==> src/rtl/irq_dist_pkg.sv <==
package irq_dist_pkg;
  localparam int PW = 8;

  // word indices (byte address / 4) of the register windows
  localparam logic [9:0] W_CTRL = 10'h000;
  localparam logic [9:0] W_TYPE = 10'h001;
  localparam logic [9:0] W_SGI  = 10'h002;
  localparam logic [9:0] W_ENS  = 10'h040;
  localparam logic [9:0] W_ENC  = 10'h050;
  localparam logic [9:0] W_PEND = 10'h060;
  localparam logic [9:0] W_PRIO = 10'h100;
  localparam logic [9:0] W_TGT  = 10'h180;
  localparam logic [9:0] W_CFG  = 10'h200;

  typedef enum logic [3:0] {
    RG_NONE, RG_CTRL, RG_TYPE, RG_SGI, RG_ENS,
    RG_ENC, RG_PEND, RG_PRIO, RG_TGT, RG_CFG
  } region_e;
endpackage

==> src/rtl/irq_line_sync.sv <==
module irq_line_sync #(
  parameter int W = 16
) (
  input  logic         clk,
  input  logic         rst_n,
  input  logic [W-1:0] din,
  output logic [W-1:0] lvl,
  output logic [W-1:0] rise
);
  logic [W-1:0] meta_q, sync_q, prev_q;

  always_ff @(posedge clk or negedge rst_n) begin
    if (!rst_n) begin
      meta_q <= '0;
      sync_q <= '0;
      prev_q <= '0;
    end else begin
      meta_q <= din;
      sync_q <= meta_q;
      prev_q <= sync_q;
    end
  end

  assign lvl  = sync_q;
  assign rise = sync_q & ~prev_q;
endmodule

==> src/rtl/irq_prio_select.sv <==
module irq_prio_select #(
  parameter int N   = 64,
  parameter int PW  = 8,
  parameter int IDW = 6
) (
  input  logic [N-1:0]    cand,
  input  logic [N*PW-1:0] prio,
  output logic            sel_valid,
  output logic [IDW-1:0]  sel_id,
  output logic [PW-1:0]   sel_prio
);
  // upward scan with strict compare: ties keep the lower ID
  always_comb begin
    sel_valid = 1'b0;
    sel_id    = '0;
    sel_prio  = '1;
    for (int i = 0; i < N; i++) begin
      if (cand[i] && (!sel_valid || prio[i*PW +: PW] < sel_prio)) begin
        sel_valid = 1'b1;
        sel_id    = IDW'(i);
        sel_prio  = prio[i*PW +: PW];
      end
    end
  end
endmodule

==> src/rtl/irq_distributor.sv <==
module irq_distributor
  import irq_dist_pkg::*;
#(
  parameter int NUM_IRQ = 64,
  parameter int NUM_CPU = 2,
  localparam int IDW  = $clog2(NUM_IRQ),
  localparam int CIDW = (NUM_CPU > 1) ? $clog2(NUM_CPU) : 1
) (
  input  logic                   clk,
  input  logic                   rst_n,
  input  logic [CIDW-1:0]        bus_cpu,
  input  logic                   bus_wr,
  input  logic [11:0]            bus_addr,
  input  logic [31:0]            bus_wdata,
  output logic [31:0]            bus_rdata,
  input  logic [NUM_IRQ-33:0]    spi_in,
  input  logic [NUM_CPU*16-1:0]  ppi_in,
  input  logic [NUM_CPU-1:0]     ack_valid,
  input  logic [NUM_CPU*IDW-1:0] ack_id,
  output logic [NUM_CPU-1:0]     best_valid,
  output logic [NUM_CPU*IDW-1:0] best_id,
  output logic [NUM_CPU*PW-1:0]  best_prio
);
  localparam int NSH  = NUM_IRQ - 32;
  localparam int NENW = NUM_IRQ / 32;
  localparam int NPRW = NUM_IRQ / 4;
  localparam int NCFW = NUM_IRQ / 16;
  localparam logic [9:0] ENW10 = 10'(NENW);
  localparam logic [9:0] PRW10 = 10'(NPRW);
  localparam logic [9:0] CFW10 = 10'(NCFW);

  // reset: asserted asynchronously, released on a clock edge
  logic rst_m_q, rst_s_n;
  always_ff @(posedge clk or negedge rst_n) begin
    if (!rst_n) begin
      rst_m_q <= 1'b0;
      rst_s_n <= 1'b0;
    end else begin
      rst_m_q <= 1'b1;
      rst_s_n <= rst_m_q;
    end
  end

  // architectural state
  logic                              ctrl_q, ctrl_d;
  logic [NUM_CPU-1:0][31:0]          en_bank_q, en_bank_d, pend_bank_q, pend_bank_d;
  logic [NUM_CPU-1:0][15:0]          cfgp_q, cfgp_d;
  logic [NSH-1:0]                    en_sh_q, en_sh_d, pend_sh_q, pend_sh_d, cfg_sh_q, cfg_sh_d;
  logic [NUM_IRQ-1:0][PW-1:0]        prio_q, prio_d;
  logic [NUM_IRQ-1:0][NUM_CPU-1:0]   tgt_q, tgt_d;

  // line conditioning
  logic [NSH-1:0]           spi_lvl, spi_rise;
  logic [NUM_CPU-1:0][15:0] ppi_lvl, ppi_rise;

  irq_line_sync #(.W(NSH)) u_spi_sync (
    .clk(clk), .rst_n(rst_s_n), .din(spi_in), .lvl(spi_lvl), .rise(spi_rise)
  );

  for (genvar c = 0; c < NUM_CPU; c++) begin : g_ppi
    irq_line_sync #(.W(16)) u_ppi_sync (
      .clk(clk), .rst_n(rst_s_n), .din(ppi_in[c*16 +: 16]),
      .lvl(ppi_lvl[c]), .rise(ppi_rise[c])
    );
  end

  // address decode
  logic [9:0] widx, off;
  region_e    rg;
  assign widx = bus_addr[11:2];

  always_comb begin
    rg  = RG_NONE;
    off = '0;
    if (widx == W_CTRL)                               rg = RG_CTRL;
    else if (widx == W_TYPE)                          rg = RG_TYPE;
    else if (widx == W_SGI)                           rg = RG_SGI;
    else if (widx >= W_ENS && widx < W_ENS + ENW10)   begin rg = RG_ENS;  off = widx - W_ENS;  end
    else if (widx >= W_ENC && widx < W_ENC + ENW10)   begin rg = RG_ENC;  off = widx - W_ENC;  end
    else if (widx >= W_PEND && widx < W_PEND + ENW10) begin rg = RG_PEND; off = widx - W_PEND; end
    else if (widx >= W_PRIO && widx < W_PRIO + PRW10) begin rg = RG_PRIO; off = widx - W_PRIO; end
    else if (widx >= W_TGT && widx < W_TGT + PRW10)   begin rg = RG_TGT;  off = widx - W_TGT;  end
    else if (widx >= W_CFG && widx < W_CFG + CFW10)   begin rg = RG_CFG;  off = widx - W_CFG;  end
  end

  // acknowledge and software trigger decode
  logic [NUM_CPU-1:0][31:0] clr_bank;
  logic [NUM_CPU-1:0][15:0] sgi_set;
  logic [NSH-1:0]           clr_sh;

  always_comb begin
    clr_bank = '0;
    clr_sh   = '0;
    sgi_set  = '0;
    for (int c = 0; c < NUM_CPU; c++) begin
      for (int i = 0; i < 32; i++)
        if (ack_valid[c] && ack_id[c*IDW +: IDW] == IDW'(i)) clr_bank[c][i] = 1'b1;
      for (int i = 0; i < NSH; i++)
        if (ack_valid[c] && ack_id[c*IDW +: IDW] == IDW'(i + 32)) clr_sh[i] = 1'b1;
      for (int i = 0; i < 16; i++)
        if (bus_wr && rg == RG_SGI && bus_wdata[16+c] && bus_wdata[3:0] == 4'(i))
          sgi_set[c][i] = 1'b1;
    end
  end

  // next state
  always_comb begin
    ctrl_d    = ctrl_q;
    en_bank_d = en_bank_q;
    en_sh_d   = en_sh_q;
    cfgp_d    = cfgp_q;
    cfg_sh_d  = cfg_sh_q;
    prio_d    = prio_q;
    tgt_d     = tgt_q;

    for (int c = 0; c < NUM_CPU; c++) begin
      for (int i = 0; i < 16; i++)
        pend_bank_d[c][i] = (pend_bank_q[c][i] & ~clr_bank[c][i]) | sgi_set[c][i];
      for (int k = 0; k < 16; k++)
        pend_bank_d[c][16+k] = cfgp_q[c][k]
          ? ((pend_bank_q[c][16+k] & ~clr_bank[c][16+k]) | ppi_rise[c][k])
          : ppi_lvl[c][k];
    end
    for (int i = 0; i < NSH; i++)
      pend_sh_d[i] = cfg_sh_q[i] ? ((pend_sh_q[i] & ~clr_sh[i]) | spi_rise[i]) : spi_lvl[i];

    if (bus_wr) begin
      if (rg == RG_CTRL) ctrl_d = bus_wdata[0];
      for (int w = 0; w < NENW; w++) begin
        if (off == 10'(w) && (rg == RG_ENS || rg == RG_ENC)) begin
          if (w == 0) begin
            for (int c = 0; c < NUM_CPU; c++)
              if (bus_cpu == CIDW'(c))
                en_bank_d[c] = (rg == RG_ENS) ? (en_bank_q[c] | bus_wdata)
                                              : (en_bank_q[c] & ~bus_wdata);
          end else begin
            en_sh_d[(w-1)*32 +: 32] = (rg == RG_ENS) ? (en_sh_q[(w-1)*32 +: 32] | bus_wdata)
                                                     : (en_sh_q[(w-1)*32 +: 32] & ~bus_wdata);
          end
        end
      end
      for (int w = 0; w < NPRW; w++)
        for (int b = 0; b < 4; b++) begin
          if (rg == RG_PRIO && off == 10'(w)) prio_d[w*4+b] = bus_wdata[b*8 +: PW];
          if (rg == RG_TGT && off == 10'(w))  tgt_d[w*4+b]  = bus_wdata[b*8 +: NUM_CPU];
        end
      // configuration word 0 (software IDs) is fixed: no branch for it
      for (int w = 1; w < NCFW; w++)
        if (rg == RG_CFG && off == 10'(w))
          for (int k = 0; k < 16; k++) begin
            if (w == 1) begin
              for (int c = 0; c < NUM_CPU; c++)
                if (bus_cpu == CIDW'(c)) cfgp_d[c][k] = bus_wdata[2*k+1];
            end else begin
              cfg_sh_d[(w-2)*16+k] = bus_wdata[2*k+1];
            end
          end
    end
  end

  // state registers
  always_ff @(posedge clk or negedge rst_s_n) begin
    if (!rst_s_n) begin
      ctrl_q      <= 1'b0;
      en_bank_q   <= '0;
      pend_bank_q <= '0;
      cfgp_q      <= '0;
      en_sh_q     <= '0;
      pend_sh_q   <= '0;
      cfg_sh_q    <= '0;
      prio_q      <= '0;
      tgt_q       <= '0;
    end else begin
      ctrl_q      <= ctrl_d;
      en_bank_q   <= en_bank_d;
      pend_bank_q <= pend_bank_d;
      cfgp_q      <= cfgp_d;
      en_sh_q     <= en_sh_d;
      pend_sh_q   <= pend_sh_d;
      cfg_sh_q    <= cfg_sh_d;
      prio_q      <= prio_d;
      tgt_q       <= tgt_d;
    end
  end

  // per-CPU selection and output registers
  logic [NUM_CPU-1:0]     sel_valid;
  logic [NUM_CPU*IDW-1:0] sel_id;
  logic [NUM_CPU*PW-1:0]  sel_prio;

  for (genvar c = 0; c < NUM_CPU; c++) begin : g_cpu
    logic [NUM_IRQ-1:0] cand;
    always_comb begin
      cand[31:0] = en_bank_q[c] & pend_bank_q[c];
      for (int i = 0; i < NSH; i++)
        cand[32+i] = en_sh_q[i] & pend_sh_q[i] & tgt_q[32+i][c];
    end

    irq_prio_select #(.N(NUM_IRQ), .PW(PW), .IDW(IDW)) u_sel (
      .cand(cand), .prio(prio_q),
      .sel_valid(sel_valid[c]), .sel_id(sel_id[c*IDW +: IDW]), .sel_prio(sel_prio[c*PW +: PW])
    );
  end

  always_ff @(posedge clk or negedge rst_s_n) begin
    if (!rst_s_n) begin
      best_valid <= '0;
      best_id    <= '0;
      best_prio  <= '0;
    end else begin
      best_valid <= sel_valid & {NUM_CPU{ctrl_q}};
      best_id    <= sel_id;
      best_prio  <= sel_prio;
    end
  end

  // read path
  always_comb begin
    bus_rdata = '0;
    unique case (rg)
      RG_CTRL: bus_rdata[0] = ctrl_q;
      RG_TYPE: bus_rdata[4:0] = 5'(NUM_IRQ/32 - 1);
      RG_ENS, RG_ENC, RG_PEND: begin
        for (int w = 0; w < NENW; w++)
          if (off == 10'(w)) begin
            if (w == 0) begin
              for (int c = 0; c < NUM_CPU; c++)
                if (bus_cpu == CIDW'(c))
                  bus_rdata = (rg == RG_PEND) ? pend_bank_q[c] : en_bank_q[c];
            end else begin
              bus_rdata = (rg == RG_PEND) ? pend_sh_q[(w-1)*32 +: 32] : en_sh_q[(w-1)*32 +: 32];
            end
          end
      end
      RG_PRIO, RG_TGT: begin
        for (int w = 0; w < NPRW; w++)
          if (off == 10'(w))
            for (int b = 0; b < 4; b++) begin
              if (rg == RG_PRIO) bus_rdata[b*8 +: PW] = prio_q[w*4+b];
              else               bus_rdata[b*8 +: NUM_CPU] = tgt_q[w*4+b];
            end
      end
      RG_CFG: begin
        for (int w = 0; w < NCFW; w++)
          if (off == 10'(w))
            for (int k = 0; k < 16; k++) begin
              if (w == 0) bus_rdata[2*k+1] = 1'b1;
              else if (w == 1) begin
                for (int c = 0; c < NUM_CPU; c++)
                  if (bus_cpu == CIDW'(c)) bus_rdata[2*k+1] = cfgp_q[c][k];
              end else bus_rdata[2*k+1] = cfg_sh_q[(w-2)*16+k];
            end
      end
      default: bus_rdata = '0;
    endcase
  end
endmodule

==> config.mk <==
export PLATFORM = sky130hd
export DESIGN_NAME = irq_distributor
export DESIGN_NICKNAME = d
export VERILOG_FILES = /design/src/rtl/irq_dist_pkg.sv /design/src/rtl/irq_line_sync.sv /design/src/rtl/irq_prio_select.sv /design/src/rtl/irq_distributor.sv
export SDC_FILE = /design/constraint.sdc
export NUM_CORES = 2
export LEC_CHECK = 0
export ABC_AREA = 1
export BUFFER_PORTS_ARGS = -buffer_cell sky130_fd_sc_hd__buf_2
export CAP_MARGIN = 0
export CORE_ASPECT_RATIO = 0.9
export CORE_MARGIN = 2
export CORE_UTILIZATION = 40
export DETAILED_ROUTE_END_ITERATION = 16
export PLACE_DENSITY = 0.6
export SYNTH_ARGS = -nofsm -noshare
export SYNTH_HDL_FRONTEND = slang
export SYNTH_HIERARCHICAL = 1
export SYNTH_SLANG_ARGS = --single-unit
==> constraint.sdc <==
create_clock -name clk -period 94.1 [get_ports clk]
set_input_delay 9.41 -clock clk [delete_from_list [all_inputs] [get_ports clk]]
set_output_delay 9.41 -clock clk [all_outputs]
set_load 0.02 [all_outputs]
==> impl_metrics.toml <==
[cts]
h-tree-depth = 4
cts.sinks = 1121
path_clk_slew_ns = 0.06
clock_path_buffers = 4
cts_made_buffers = 145
worstSkewPairLatency_ns = 0.87
cts_root_buf = "clkbuf_16"
holdBufCountCts = 0
cts_tree = "yes"

[timing]
period_share = 0.921
hold_violations = 0
slew_headroom = 0.0605
whs_ns = 0.344
worst_pin_slew_ns = 1.41
setup_viol = 0
layout_min_cycle_time_ns = 86.65
skew_ns = 0.0910
fmax_ghz = 0.0115
finalSetupTns_ns = 0
drv_slew = 0

[floorplan]
ios = 188
core_area_um2 = 235000
start_util = 0.402
chipHeight_um = 465
rows = 169
die_x_um = 516
dieArea_um2 = 240000

[worst_setup_path]
rr_worst_depth = 546
crit-reg2reg-capture = "best_prio[8]$_DFF_PN0_"
critical_path.startpoint_type = "flip-flop"
worst-path-max-fanout = 19
cp-end-kind = "flip-flop"
cp.arrival_ns = 87.27
critPathKind = "flip-flop to flip-flop"
crit_path_start = "pend_bank_q[32]$_DFF_PN0_"
r2r-start = "pend_bank_q[32]$_DFF_PN0_"
cp_common_cell = "nand2_1"
timing.critical_path.to = "best_prio[8]$_DFF_PN0_"
critPathRequiredTime_ns = 94.72
rrSetupSlack_ns = 7.45
slowest_delay_ns = 0.68
crit_path_top_delay_cell = "o21ai_0"

[grt]
grt-ovfl-total = 0
grt_first_pass_wirelength_mm = 568
grt_antenna_before_repair = 21
grt_max_degree = 153
first_global_vias = 83200
grtUsageTotal = 0.320

[detailed_routing]
ant_nets = 0
drc = 0
wl_per_cell_um = 22.6
via_count = 93700
drt_iter0_drc = 11600
first_pass_iters = 7
viasPerCell = 5.39
wirelength_mm = 393

[yosys]
synthCells = 14100
seq_area_frac_synth = 0.297
synthArstFlopShare = 1.00
syn_nets = 14900
synth-edff-count = 0
ys_seq_elements = 1121
yosysWarnings = 6
syn_area_um2 = 94500
ys_types = 61
avgSynthCellArea_um2 = 6.68
synth_ff_type = "dfrtp_1"

[status]
outcome = "finished clean"

[layout]
largest_reg_flops = 512
fin_area_um2 = 102000
nets = 14900
fillCellCount = 24800
mostFrequentLayoutCells = "nand2_1 (3801), inv_1 (2012), nor2_1 (1183)"
reg_top3 = "prio_q (512), tgt_q (128), pend_bank_q (64)"
top_register = "prio_q"
layout-drive-gt1-share = 0.103
layout_commonest_cell = "nand2_1"
syn_to_final_growth_pct = 8.49

[worst_hold_path]
hold_path.class = "flip-flop to async pin"

[placed_design]
gp_congestion = 1.01
place_area_um2 = 97300
port_buffers = 185
dp_hpwl_mm = 299

[flow_run]
maxCapViolations = 0
## how the worst min path moves through the flow
| stage | cells after the start | startpoint | end | slack, ns |
|---|---|---|---|---|
| after detailed placement | 0 | g_ppi[0].u_ppi_sync/meta_q[1]$_DFF_PN0_ | g_ppi[0].u_ppi_sync/lvl[1]$_DFF_PN0_ | 0.33 |
| final | 0 | rst_s_n$_DFF_PN0_ | prio_q[449]$_DFFE_PN0P_ | 0.34 |
| after floorplan | 0 | g_ppi[0].u_ppi_sync/meta_q[0]$_DFF_PN0_ | g_ppi[0].u_ppi_sync/lvl[0]$_DFF_PN0_ | 0.33 |
| after global placement | 0 | u_spi_sync/meta_q[0]$_DFF_PN0_ | u_spi_sync/lvl[0]$_DFF_PN0_ | 0.33 |
| after CTS | 0 | g_ppi[1].u_ppi_sync/meta_q[3]$_DFF_PN0_ | g_ppi[1].u_ppi_sync/lvl[3]$_DFF_PN0_ | 0.35 |
| after global routing | 0 | u_spi_sync/meta_q[8]$_DFF_PN0_ | u_spi_sync/lvl[8]$_DFF_PN0_ | 0.35 |
## synth_stat cells (57+ instances only)
master,n,share of area
a211oi_1,129,0.010
a21oi_1,673,0.036
a31oi_1,108,0.0072
buf_2,89,0.0047
buf_4,59,0.0047
clkbuf_1,242,0.0096
clkbuf_8,68,0.0099
dfrtp_1,1121,0.30
ha_1,661,0.088
inv_1,2012,0.080
inv_2,144,0.0057
mux2i_1,205,0.022
nand2_1,3807,0.15
nand2_2,389,0.026
nand2_4,159,0.019
nand3_1,898,0.048
nand3b_1,117,0.0093
nor2_1,1187,0.047
nor2_2,79,0.0052
nor3_1,63,0.0033
o211ai_1,59,0.0047
o21ai_0,1300,0.069
o21ai_1,70,0.0037
o21bai_1,152,0.012
o22ai_1,57,0.0038
## per-stage QoR
stage / worst slack [ns] / instances / utilization
6_report: 7.45 / 17400 / 0.436
5_1_grt: -0.0508 / 17400 / 0.436
4_1_cts: 0.694 / 17300 / 0.434
3_5_place_dp: 1.20 / 17100 / 0.414
3_3_place_gp: 0.925 / 17100 / 0.414
2_1_floorplan: 16.01 / 14100 / -
## layer usage
metal	GRT usage	vias to the layer above	routed length (µm)
met5	0	-	57
met4	0.139	8	19500
met3	0.0743	651	41800
met2	0.444	4087	155000
met1	0.467	43600	177000
li1	-	45400	-
## cell type report
type                            count  area, µm²  area share
Multi-Input combinational cell  10300      55600       0.543
Sequential cell                  1121      28100       0.274
Inverter                         2161       8120      0.0792
Clock buffer                      193       4120      0.0402
Tap cell                         3163       3960      0.0386
Timing Repair Buffer              307       1880      0.0183
Clock inverter                     55        676     0.00659
Antenna cell                       17       42.5    0.000415
## cells by family after synthesis
kind of cell	count (synthesis)	synth area share
adder cells (fa/ha/maj)	661	0.0875
AO/OA/AOI/OAI	2638	0.154
XOR/XNOR	8	0.000742
flip-flops	1121	0.297
buffers and inverters	2667	0.120
AND/OR/NAND/NOR	6832	0.319
other	1	0.0000397
multiplexers	205	0.0217
## worst max-delay path, delay by kind of cell, from the launching register on
family | cells | cell delay, ns
AO/OA/AOI/OAI | 158 | 31.55
adder cells (fa/ha/maj) | 63 | 18.56
buffers and inverters | 20 | 1.31
flip-flops | 1 | 0.39
AND/OR/NAND/NOR | 305 | 34.27
## timing repair
item | in CTS | in global routing
endpoints found under the setup margin | 0 | 28
hold endpoints to repair | 0 | 0
resized for setup | 0 | 437
buffers inserted | 0 | 1
Power is not shown: default switching activity piles up to over one toggle a cycle in this logic, so the estimate is an artifact.
